===== config.mk =====
export PLATFORM = sky130hd
export DESIGN_NAME = pll_ctrl_regs
export DESIGN_NICKNAME = d
export VERILOG_FILES = /design/src/rtl/pll_ctrl_pkg.sv /design/src/rtl/pll_lock_sync.sv /design/src/rtl/pll_irq_flag.sv /design/src/rtl/pll_ctrl_regs.sv
export SDC_FILE = /design/constraint.sdc
export NUM_CORES = 1
export LEC_CHECK = 0
export BUFFER_PORTS_ARGS = -buffer_cell sky130_fd_sc_hd__clkbuf_2
export CAP_MARGIN = 20
export CORE_UTILIZATION = 40
export CTS_CLUSTER_DIAMETER = 50
export DETAILED_ROUTE_END_ITERATION = 8
export HOLD_SLACK_MARGIN = 0.02
export MAX_ROUTING_LAYER = met4
export PLACE_DENSITY = 0.68
export SLEW_MARGIN = 40
export SYNTH_ARGS = -nofsm -noshare
export SYNTH_HDL_FRONTEND = slang
export SYNTH_SLANG_ARGS = --single-unit

===== constraint.sdc =====
create_clock -name clk -period 1.63 [get_ports clk]
set_clock_uncertainty 0.2 [all_clocks]
set_input_delay 0.326 -clock clk [delete_from_list [all_inputs] [get_ports clk]]
set_output_delay 0.326 -clock clk [all_outputs]
set_load 0.01 [all_outputs]

===== src/rtl/pll_ctrl_pkg.sv =====
package pll_ctrl_pkg;
    localparam int FIELD_W = 4;
    localparam int ADDR_W  = 2;

    localparam logic [ADDR_W-1:0] A_CTRL = 2'd0;
    localparam logic [ADDR_W-1:0] A_MULT = 2'd1;
    localparam logic [ADDR_W-1:0] A_VRNG = 2'd2;

    localparam int B_ON   = 0;
    localparam int B_SEL  = 1;
    localparam int B_IE   = 2;
    localparam int B_AUTO = 3;
    localparam int B_FLAG = 4;
    localparam int B_LOCK = 5;

    localparam logic [FIELD_W-1:0] MULT_RST = 4'h6;

    typedef struct packed {
        logic               pll_on;
        logic               clk_sel;
        logic               irq_en;
        logic               auto_md;
        logic [FIELD_W-1:0] mult;
        logic [FIELD_W-1:0] vrange;
    } ctrl_t;
endpackage


===== src/rtl/pll_lock_sync.sv =====
module pll_lock_sync #(
    parameter int STAGES = 2
) (
    input  logic clk,
    input  logic rst_n,
    input  logic lock_async,
    output logic lock_s,
    output logic lock_chg
);
    logic [STAGES-1:0] sh_d, sh_q;
    logic              prev_d, prev_q;

    assign sh_d[0] = lock_async;
    for (genvar g = 1; g < STAGES; g++) begin : g_stage
        assign sh_d[g] = sh_q[g-1];
    end

    assign lock_s   = sh_q[STAGES-1];
    assign lock_chg = lock_s ^ prev_q;

    always_comb prev_d = lock_s;

    always_ff @(posedge clk or negedge rst_n) begin
        if (!rst_n) begin
            sh_q   <= '0;
            prev_q <= 1'b0;
        end else begin
            sh_q   <= sh_d;
            prev_q <= prev_d;
        end
    end
endmodule


===== src/rtl/pll_irq_flag.sv =====
module pll_irq_flag (
    input  logic clk,
    input  logic rst_n,
    input  logic auto_nxt,
    input  logic lock_chg,
    input  logic rd_clr,
    output logic flag
);
    logic flag_d, flag_q;

    always_comb begin
        if (!auto_nxt)     flag_d = 1'b0;
        else if (lock_chg) flag_d = 1'b1;
        else if (rd_clr)   flag_d = 1'b0;
        else               flag_d = flag_q;
    end

    always_ff @(posedge clk or negedge rst_n) begin
        if (!rst_n) flag_q <= 1'b0;
        else        flag_q <= flag_d;
    end

    assign flag = flag_q;
endmodule


===== src/rtl/pll_ctrl_regs.sv =====
module pll_ctrl_regs
    import pll_ctrl_pkg::*;
#(
    parameter int DATA_W      = 8,
    parameter int SYNC_STAGES = 2
) (
    input  logic               clk,
    input  logic               rst_n,
    input  logic               wr_en,
    input  logic               rd_en,
    input  logic [ADDR_W-1:0]  addr,
    input  logic [DATA_W-1:0]  wdata,
    output logic [DATA_W-1:0]  rdata,
    input  logic               lock_async,
    output logic               pll_on,
    output logic               clk_sel,
    output logic [FIELD_W-1:0] mult,
    output logic [FIELD_W-1:0] vrange,
    output logic               irq
);
    ctrl_t q, d;
    logic  lock_s, lock_chg, flag, rd_clr;
    logic  unused_wbits;

    assign unused_wbits = ^wdata[DATA_W-1:B_FLAG];

    pll_lock_sync #(.STAGES(SYNC_STAGES)) u_sync (
        .clk(clk), .rst_n(rst_n), .lock_async(lock_async),
        .lock_s(lock_s), .lock_chg(lock_chg)
    );

    assign rd_clr = rd_en && (addr == A_CTRL) && flag;

    pll_irq_flag u_flag (
        .clk(clk), .rst_n(rst_n), .auto_nxt(d.auto_md),
        .lock_chg(lock_chg), .rd_clr(rd_clr), .flag(flag)
    );

    always_comb begin
        d = q;
        if (wr_en && addr == A_CTRL) begin
            d.pll_on  = wdata[B_ON];
            d.irq_en  = wdata[B_IE];
            d.auto_md = wdata[B_AUTO];
            d.clk_sel = wdata[B_SEL] && (q.vrange != '0);
        end
        if (wr_en && addr == A_MULT && !q.pll_on)
            d.mult = wdata[FIELD_W-1:0];
        if (wr_en && addr == A_VRNG && !q.pll_on)
            d.vrange = wdata[FIELD_W-1:0];
        if (d.vrange == '0) begin
            d.pll_on  = 1'b0;
            d.clk_sel = 1'b0;
        end
    end

    always_ff @(posedge clk or negedge rst_n) begin
        if (!rst_n) begin
            q        <= '0;
            q.mult   <= MULT_RST;
        end else begin
            q <= d;
        end
    end

    always_comb begin
        rdata = '0;
        case (addr)
            A_CTRL: begin
                rdata[B_ON]   = q.pll_on;
                rdata[B_SEL]  = q.clk_sel;
                rdata[B_IE]   = q.irq_en;
                rdata[B_AUTO] = q.auto_md;
                rdata[B_FLAG] = flag;
                rdata[B_LOCK] = lock_s;
            end
            A_MULT:  rdata[FIELD_W-1:0] = q.mult;
            A_VRNG:  rdata[FIELD_W-1:0] = q.vrange;
            default: rdata = '0;
        endcase
    end

    assign pll_on  = q.pll_on;
    assign clk_sel = q.clk_sel;
    assign mult    = q.mult;
    assign vrange  = q.vrange;
    assign irq     = flag && q.irq_en;
endmodule


# Word level (Yosys, flattened, before mapping)
# Cells that the tools add are included.
# totals
mem_count,0
rom_bits,0
ff_bits,16
input_bits,15
mem_bits_rw,0
latch_bits,0
# op_classes
n_div,0
muxes,8
n_bitwise,1
order_cmp,0
eq_ne,3
addsub,0
shift,0
multipliers,0
reduce_logical,14
# ops
operator,n
$pmux W4 S3,1
$logic_and A1 B1 Y1,9
$mux W4,2
$logic_not A4 Y1,1
$mux W2,2
$reduce_bool A4 Y1,1
$mux W1,3
$ne A3 B1 Y1 const B,1
$eq A2 B1 Y1 const B,1
$eq A2 B2 Y1 const B,1
$logic_not A2 Y1,1
$reduce_bool A2 Y1,1
$logic_not A1 Y1,1
$xor A1 B1 Y1,1

# Logic depth before layout (Yosys ltp)
# depth
depth_word,6
depth_mapped,4

# Hierarchy
# Synthesis repeated with hierarchy kept, for this count alone.
# hier_totals
hier_cells,71
area_unflattened_um2,860.8
# by_module_without_submodules
module,instances,area_each_um2,cells_each
pll_ctrl_regs,1,730.7,64
pll_lock_sync,1,83.8,4
pll_irq_flag,1,46.3,3

# Worst setup path before layout
# Ideal clock, no wire load.
# synth_path
kind,input to register
startpoint,input addr[0]
endpoint,register q (netlist bit clk_sel)
path_buffers,1
stages,4
slack_ps,46
t_arrival_ps,1283
cell_sequence,buf_4 and4bb_1 mux2_1 o32ai_1
# synth_between
elab_chain_len,6
# synth_rtl
element,line_no,rtl
"start, declared",pll_ctrl_regs.sv:11,"input logic [ADDR_W-1:0] addr,"
$eq A2 B2 Y1,pll_ctrl_regs.sv:49,if (wr_en && addr == A_VRNG && !q.pll_on)
$logic_and A1 B1 Y1 (2 in series),pll_ctrl_regs.sv:49,
$mux W4,pll_ctrl_regs.sv:49,
$logic_not A4 Y1,pll_ctrl_regs.sv:51,if (d.vrange == '0) begin
$mux W2 / $reduce_bool A2 Y1 (equally long branches),n/a,
"end, declared",pll_ctrl_regs.sv:21,"ctrl_t q, d;"
# Several ways; a longest one is shown, not always the timed one.
# A chain may end at the register's enable or synchronous reset.

# Worst setup path in the final report
# layout_path
startpoint,register mult[1] (netlist name)
endpoint,output rdata[1]
# layout_between
elab_chain_len,1
# layout_rtl
element,line_no,rtl
$pmux W4 S3,pll_ctrl_regs.sv:68,case (addr)
"end, declared",pll_ctrl_regs.sv:13,"output logic [DATA_W-1:0] rdata,"
# Every way passes these cells.

==> impl_metrics.json <==
{
  "path_buf_inv": 1,
  "path_delay_family": "flip-flops",
  "cp.arrival_ps": 1140,
  "ir_drop_mv": 0.645,
  "slew_violations": 0,
  "rrSetupSlack_ps": 80,
  "totalPowerFinal_mw": 1.50,
  "final_cell_mix": "22 x clkbuf_2, 14 x dfrtp_1, 10 x buf_4",
  "final_cells": 129,
  "grt_pass1_wl_um": 2280,
  "cp.depth": 3,
  "routedWlPerCell_um": 12.1,
  "grt_pass1_vias": 515,
  "ys_types": 23,
  "nets": 118,
  "power.density_mw_per_mm2": 1420,
  "drc": 0,
  "dpl_cell_area_sq_um": 966,
  "outcome": "complete, but fails checks",
  "antenna_found_initial": 0,
  "final_common_cell": "clkbuf_2",
  "core_area_sq_mm": 0.00196,
  "dp_slack_ps": -71.4,
  "cts.sinks": 16,
  "final_cell_area_sq_mm": 0.00105,
  "vias": 616,
  "cts_root_buffer": "clkbuf_4",
  "drtAntennaViolNets": 0,
  "htree_levels": 1,
  "hp-class": "primary input to flip-flop",
  "synth.largest_area_cell": "dfrtp_1",
  "cts_tree": "yes",
  "fp.dieArea_sq_mm": 0.00227,
  "placementRows": 16,
  "rsz0062_at_grt": "true",
  "startpoint_type": "flip-flop",
  "ys_top_cells_by_area": "dfrtp_1 42%, mux2_2 11%, buf_4 9.9%",
  "min_period_ps": 1670,
  "power_leakage_nw": 0.529,
  "cts_made_buffers": 3,
  "die_w_um": 47.6,
  "fillers": 186,
  "yosysWarnings": 0,
  "critPathSlowestCell": "dfstp_2",
  "r2r-start": "pll_on",
  "wl_um": 1560,
  "worstPathCellList": "mux2i_1 > o21ai_1 > buf_2",
  "syn_inst": 71,
  "syn_avg_cell_area_sq_um": 11.7,
  "period_share_pct": 102,
  "ys_seq_area_share_pct": 48.3,
  "path_class": "flip-flop to output port",
  "cap_viol_max_count": 0,
  "crit_path_start": "mult[1]",
  "setup_ws_ps": -40.1,
  "cpPeakStageDelay_ps": 540,
  "clk_pin_slew_worst_paths_ps": 90,
  "failed_checks": "setup timing",
  "dp_hpwl_um": 1160,
  "drive_gt1_share_pct": 52.0,
  "endpoint_kind": "output port",
  "num_antenna_cells": 0,
  "fmax_ghz": 0.599,
  "setup_viol": 2,
  "endpoint": "rdata[1]",
  "dp_cells": 120,
  "ioPinCount": 34,
  "routabilityCongestion": 0.731,
  "yosys_register_bits": 16,
  "regToRegEndpoint": "clk_sel",
  "critPathMaxFanout": 2,
  "hold_viol_final": 0,
  "io_buffers": 27,
  "yosysTopAreaCellShare_pct": 42.0,
  "reg2reg_depth": 3,
  "grt_overflow": 0,
  "cp.required_ps": 1100,
  "clockBufferDepth": 2,
  "clk_latency_ps": 290,
  "netlist_area_sq_um": 833,
  "multi_input_area_sq_um": 337,
  "area_growth_pct": 26.4,
  "drt_iter0_drc": 7,
  "via_per_inst": 4.78,
  "grt_start_max_net_pins": 17,
  "drtPass1Iterations": 4,
  "final_core_util_pct": 53.7,
  "track_usage_pct": 15.7,
  "initial_core_util_pct": 42.5,
  "die_h_um": 47.6,
  "register_area_sq_um": 403
}
[sequential cells by signal, indices dropped and copies added, names as in the netlist]
name and cells:
clk_sel 1, mult 4, pll_on 1, q 2, u_flag.flag 1, u_sync.prev_q 1, u_sync.sh_q 2, vrange 4
[through the flow]
| stage | setup TNS (ps) | hold WS [ps] |
|---|---|---|
| floorplan | 0 | -170 |
| global placement | -134 | 61.0 |
| detailed placement | -157 | 66.0 |
| CTS | -111 | 104 |
| global route | -283 | 89.7 |
| finish | -60.7 | 119 |
[area by class of cell]
| type | count | area share [%] |
|---|---|---|
| repair buffers | 39 | 22.4 |
| well taps | 27 | 3.21 |
| inverters | 2 | 0.713 |
| flip-flops and latches | 16 | 38.2 |
| clock buffers | 4 | 3.44 |
| multi-input cells | 41 | 31.9 |
[synth_stat cells]
| cell | n |
|---|---|
| mux2_4 | 1 |
| mux2_1 | 2 |
| mux2_2 | 8 |
| and4bb_1 | 2 |
| nor3b_1 | 2 |
| o31ai_1 | 1 |
| mux2i_1 | 5 |
| dfrtp_1 | 14 |
| buf_4 | 11 |
| o21ai_0 | 4 |
| buf_2 | 2 |
| a21boi_1 | 1 |
| nand2_1 | 5 |
| inv_1 | 2 |
| xnor2_1 | 1 |
| nor2_1 | 1 |
| and2_1 | 1 |
| nor4_1 | 2 |
| nor2b_1 | 1 |
| or3b_1 | 1 |
| o32ai_1 | 1 |
| conb_1 | 1 |
| dfstp_2 | 2 |
[worst min-delay path by stage]
stage	from	end	slack (ps)	depth (start not counted)
3_3_place_gp	rst_n	mult[0]	60	1
2_1_floorplan	rst_n	clk_sel	-170	0
5_1_grt	wdata[2]	q[9]	90	2
4_1_cts	wdata[2]	q[9]	100	2
6_report	wdata[2]	q[9]	120	2
3_5_place_dp	rst_n	mult[0]	70	1
[layer usage]
metal / up-vias / global-route usage (%) / routed length [um]
met5: - / - / 0
met4: 0 / 8.33 / 23
met3: 3 / 2.26 / 48
met2: 25 / 21.9 / 726
met1: 285 / 21.8 / 756
li1: 303 / - / -
[cell families (layout without fill, tap and decap cells)]
logic type	after synthesis	count (layout)	synth area share, %
multiplexers	16	16	21.3
flip-flops	16	16	48.3
AND/OR/NAND/NOR	15	15	11.6
buffers and inverters	15	45	12.0
AO/OA/AOI/OAI	7	7	5.26
other	1	2	0.450
XOR/XNOR	1	1	1.05
[where the power goes]
group          internal (mW)  total (mW)  switching [mW]
clock network          0.136       0.260           0.124
registers              0.547       0.657           0.110
logic                  0.324       0.580           0.255
[repair_timing]
action,CTS,global route
buffers inserted,2,1
endpoints found under the setup margin,2,6
gates resized for setup,2,9
hold buffers,2,0
hold endpoints to repair,15,0
Note: power is estimated with default switching activity, not from simulation.
